## src/rtl/i2s_quad_master.sv

```systemverilog
module i2s_quad_master #(
  parameter int SW  = 16,
  parameter int DIV = 4
) (
  input  logic            clk,
  input  logic            rst,
  input  logic            tx_valid,
  output logic            tx_ready,
  input  logic [4*SW-1:0] tx_samples,
  output logic            tx_underrun,
  output logic            bclk,
  output logic            ws,
  output logic [1:0]      sd_out,
  input  logic [1:0]      sd_in,
  output logic            rx_valid,
  output logic [4*SW-1:0] rx_samples
);
  localparam int FW = 2 * SW;
  localparam int PW = $clog2(FW);
  localparam int CW = (DIV > 1) ? $clog2(DIV) : 1;

  logic [CW-1:0] cnt;
  logic [PW-1:0] pos;
  logic          primed;
  logic [FW-1:0] tsr0, tsr1, rsr0, rsr1;

  wire tick = (cnt == CW'(DIV - 1));
  wire fall = tick & bclk;
  wire rise = tick & ~bclk;
  wire [PW-1:0] pos_nx = (pos == PW'(FW - 1)) ? '0 : pos + PW'(1);
  wire frame_start = fall && (pos == PW'(FW - 1));
  wire [4*SW-1:0] grp = tx_valid ? tx_samples : '0;
  wire [FW-1:0] rn0 = {rsr0[FW-2:0], sd_in[0]};
  wire [FW-1:0] rn1 = {rsr1[FW-2:0], sd_in[1]};

  assign tx_ready = frame_start;
  assign sd_out   = {tsr1[FW-1], tsr0[FW-1]};

  always_ff @(posedge clk) begin
    if (rst) begin
      cnt         <= '0;
      bclk        <= 1'b0;
      ws          <= 1'b0;
      pos         <= PW'(FW - 1);
      primed      <= 1'b0;
      tsr0        <= '0;
      tsr1        <= '0;
      rsr0        <= '0;
      rsr1        <= '0;
      tx_underrun <= 1'b0;
      rx_valid    <= 1'b0;
      rx_samples  <= '0;
    end else begin
      cnt         <= tick ? '0 : cnt + CW'(1);
      tx_underrun <= frame_start & ~tx_valid;
      rx_valid    <= 1'b0;
      if (tick) bclk <= ~bclk;
      if (fall) begin
        pos <= pos_nx;
        ws  <= (pos_nx >= PW'(SW - 1)) && (pos_nx <= PW'(FW - 2));
        if (frame_start) begin
          tsr0   <= {grp[0*SW +: SW], grp[2*SW +: SW]};
          tsr1   <= {grp[1*SW +: SW], grp[3*SW +: SW]};
          primed <= 1'b1;
        end else begin
          tsr0 <= tsr0 << 1;
          tsr1 <= tsr1 << 1;
        end
      end
      if (rise) begin
        rsr0 <= rn0;
        rsr1 <= rn1;
        if (primed && pos == PW'(FW - 1)) begin
          rx_valid   <= 1'b1;
          rx_samples <= {rn1[SW-1:0], rn0[SW-1:0], rn1[FW-1:SW], rn0[FW-1:SW]};
        end
      end
    end
  end

  assert_ws_on_fall_R2: assert property (@(posedge clk) disable iff (rst)
    (ws != $past(ws)) |-> $fell(bclk));
  assert_data_on_fall_R3: assert property (@(posedge clk) disable iff (rst)
    (sd_out != $past(sd_out)) |-> $fell(bclk));
  assert_ready_at_boundary_R4: assert property (@(posedge clk) disable iff (rst)
    tx_ready |=> ($fell(bclk) && !ws));
  assert_silent_underrun_R5: assert property (@(posedge clk) disable iff (rst)
    (tx_ready && !tx_valid) |=> (tx_underrun && sd_out == 2'b00));
  assert_rx_on_rise_R6: assert property (@(posedge clk) disable iff (rst)
    rx_valid |-> $rose(bclk));
  assert_rx_single_R6: assert property (@(posedge clk) disable iff (rst)
    rx_valid |=> !rx_valid);
  assert_reset_idle_R8: assert property (@(posedge clk)
    rst |=> (!bclk && !ws && sd_out == 2'b00 && !rx_valid && !tx_underrun));
endmodule

```

## config.mk

```make
export PLATFORM = sky130hd
export DESIGN_NAME = i2s_quad_master
export DESIGN_NICKNAME = d
export VERILOG_FILES = /design/src/rtl/i2s_quad_master.sv
export SDC_FILE = /design/constraint.sdc
export NUM_CORES = 1
export LEC_CHECK = 0
export BUFFER_PORTS_ARGS = -buffer_cell sky130_fd_sc_hd__buf_4
export CORE_MARGIN = 1
export CORE_UTILIZATION = 30
export CTS_CLUSTER_SIZE = 10
export DETAILED_ROUTE_END_ITERATION = 16
export GPL_ROUTABILITY_DRIVEN = 0
export GPL_TIMING_DRIVEN = 1
export PLACE_DENSITY = 0.52
export RECOVER_POWER = 50
export SLEW_MARGIN = 30
export SYNTH_ARGS = -nofsm -noshare
export SYNTH_HDL_FRONTEND = slang
export SYNTH_SLANG_ARGS = --single-unit
```

## constraint.sdc

```tcl
create_clock -name clk -period 2.4 [get_ports clk]
set_clock_uncertainty 0.15 [all_clocks]
set_input_delay 0.24 -clock clk [delete_from_list [all_inputs] [get_ports clk]]
set_output_delay 0.24 -clock clk [all_outputs]
set_load 0.005 [all_outputs]
```

==> flow_summary.toml <==
[route]
met1_length_mm = 9.133
wl_met3_um = 956
detail-route-antenna-nets = 0
viasPerCell = 4.672
routed_wl_mm = 19.25
top_layer = "met4"
drc = 0
drt_iter0_drc = 338
detailedRoute.firstPassIterationCount = 4
post_drt_wl_per_cell_um = 13.11
via_count = 6863
met2WireLength_mm = 8.796

[cts]
root_buffer = "clkbuf_16"
clk_pin_slew_worst_paths_ns = 0.06
insertion_delay_ns = 0.53
cts_buffers = 25
cts_sinks = 202
clock_path_buffers = 3
cts_tree = "yes"
cts_max_level = 1

[critical_path]
reg2regPathDepth = 4
cp-end-kind = "output pin"
worstPathMaxFanout = 6
start_kind = "register"
cp.required_ns = 2.01
criticalPathCategory = "reg2out"
worst-endpoint-arrival_ns = 1.88

[synth]
yosysSeqAreaShare = 0.5185
synth_area_leaders = "dfxtp_1 52%, nand2_1 18%, a21oi_1 7.5%, nand3b_1 6.1%, a31oi_1 5.1%"
synth_fa_ha_area_frac = 0.004813
synth.largest_area_cell = "dfxtp_1"
yosysWarnings = 0
synth_top_family_by_area = "simple AND/OR/NAND/NOR gates"
post_synth_mux_area_share = 0
synth_top_cells_by_count = "366 x nand2_1, 202 x dfxtp_1, 117 x a21oi_1"
synth_top_area_frac = 0.5185
ys_seq_elements = 202
synth_edf_count = 0
synth.most_common_cell = "nand2_1"
netlist_area_mm2 = 0.007799
async_reset_ff_frac = 0
yosysUniqueCellTypes = 33
synth_cells = 955
synth.net_count = 1027
avgSynthCellArea_um2 = 8.166
synth-compound-area-share = 0.1455
yosys.area_share.simple = 0.2674
synth_xor_area_frac = 0.001123
ys.flop_type = "dfxtp_1"

[timing]
rsz0062_at_grt = "false"
final_max_slew_viol_count = 0
finalSetupTns_ns = 0
post-route-min-period_ns = 2.266
setup_viol = 0
fin_ws_ns = 0.1336
hold_viol = 0
post-route-period-util = 0.9443
tightest_slew_ns = 1.067
max_slew_margin = 0.2886
hold_slack_ns = 0.2812
fmax_ghz = 0.4412

[run]
drv_cap = 0

[final_layout]
final_util = 0.4118
final_cells = 1469
syn_to_final_growth_pct = 33.72
antenna_cells = 0
drive_gt1_frac = 0.1861
fin_nets = 1201

[power]
cellPowerDensity_mw_per_mm2 = 682.2
leakagePower_nw = 3.570
peakVddDrop_uv = 436.8

[placement]
post-place-ws_ns = 0.2211
place_hpwl_mm = 11.06
port_buffers = 139
placed_cells = 1361

[global_route]
grt.total_usage = 0.1451
grt_start_max_net_pins = 66
grt.overflow.total = 0
antenna_found_initial = 0
grt_first_pass_wirelength_mm = 32.42
grt_pass1_vias = 6555

[min_path]
holdPathStages = 1
hp-class = "reg2reg"

[run_status]
outcome = "complete, no violations"

[floorplan]
num_rows = 58
die_h_um = 163.2
core-area_mm2 = 0.02533
die-area_mm2 = 0.02664
pin_count = 140
start_util = 0.3079
die_w_um = 163.2
## worst paths after layout
| path | start | to | slack [ns] |
|---|---|---|---|
| setup reg to reg | cnt[0] | pos[2] | 0.18 |
| hold reg to reg | cnt[0] | cnt[0] | 0.28 |
| setup / recovery | pos[0] | tx_ready | 0.13 |
| hold / removal | cnt[0] | cnt[0] | 0.28 |
## layer usage
metal  GRT usage  vias to the layer above
met4     0.03483                        0
met2      0.2413                      130
met1      0.1896                     3169
met3     0.03200                       32
li1            -                     3532
met5           0                        -
## repair_timing
| item | in CTS | in global routing |
|---|---|---|
| endpoints found under the setup margin | 1 | 1 |
| resized for setup | 1 | 2 |
| pin swaps | 0 | 0 |
| hold buffers | 68 | 0 |
| endpoints found under the hold margin | 88 | 0 |
| setup buffers | 0 | 3 |
## logic make-up after synthesis
family | Yosys count
buffers and inverters | 83
XOR/XNOR | 1
AO/OA/AOI/OAI | 199
adder cells (fa/ha/maj) | 3
AND/OR/NAND/NOR | 467
flip-flops | 202
## sequential cells by signal, summed over array words and instances, names as in the netlist, 2 cells and up
name        count
rsr1           31
pos             5
tsr0           32
cnt             2
rsr0           31
tsr1           32
rx_samples     64
## worst max-delay path, cell delays in order (launching register included)
cell and delay [ns]:
dfxtp_2 0.34, ha_1 0.24, and3_1 0.22, ha_4 0.18
and3_1 0.21, buf_4 0.15
## through the flow
| step | total power [mW] | instance area [um^2] |
|---|---|---|
| after floorplan | 3.585 | 7799 |
| after global placement | 3.729 | 9050 |
| after detailed placement | 3.729 | 9050 |
| after CTS | 7.255 | 10460 |
| after global routing | 7.401 | 10430 |
| final | 7.115 | 10430 |
## final cells by class
class	instances	area (um^2)
clock buffer	34	689.4
clock inverter	3	30.03
fill	2611	14900
multi-input combinational	670	3287
sequential	202	4045
tap	330	412.9
timing repair buffer	230	1964
## where the power goes
group	leakage, nW	internal (mW)	switching (mW)
Combinational	1.59	0.195	0.169
Sequential	1.63	3.37	0.00825
Clock	0.354	1.98	1.39
Total	3.57	5.54	1.57
## layout by cell type, fill, tap and decap left out, types with 11 or more instances in the layout
cell type / n
buf_4: 82
nand3b_1: 63
a31oi_1: 63
nand2_2: 11
dfxtp_1: 201
a21oi_1: 117
clkbuf_4: 63
nand2_1: 366
clkbuf_16: 25
dlygate4sd3_1: 68
clkbuf_1: 13
Power figures use the tool's default switching activity.
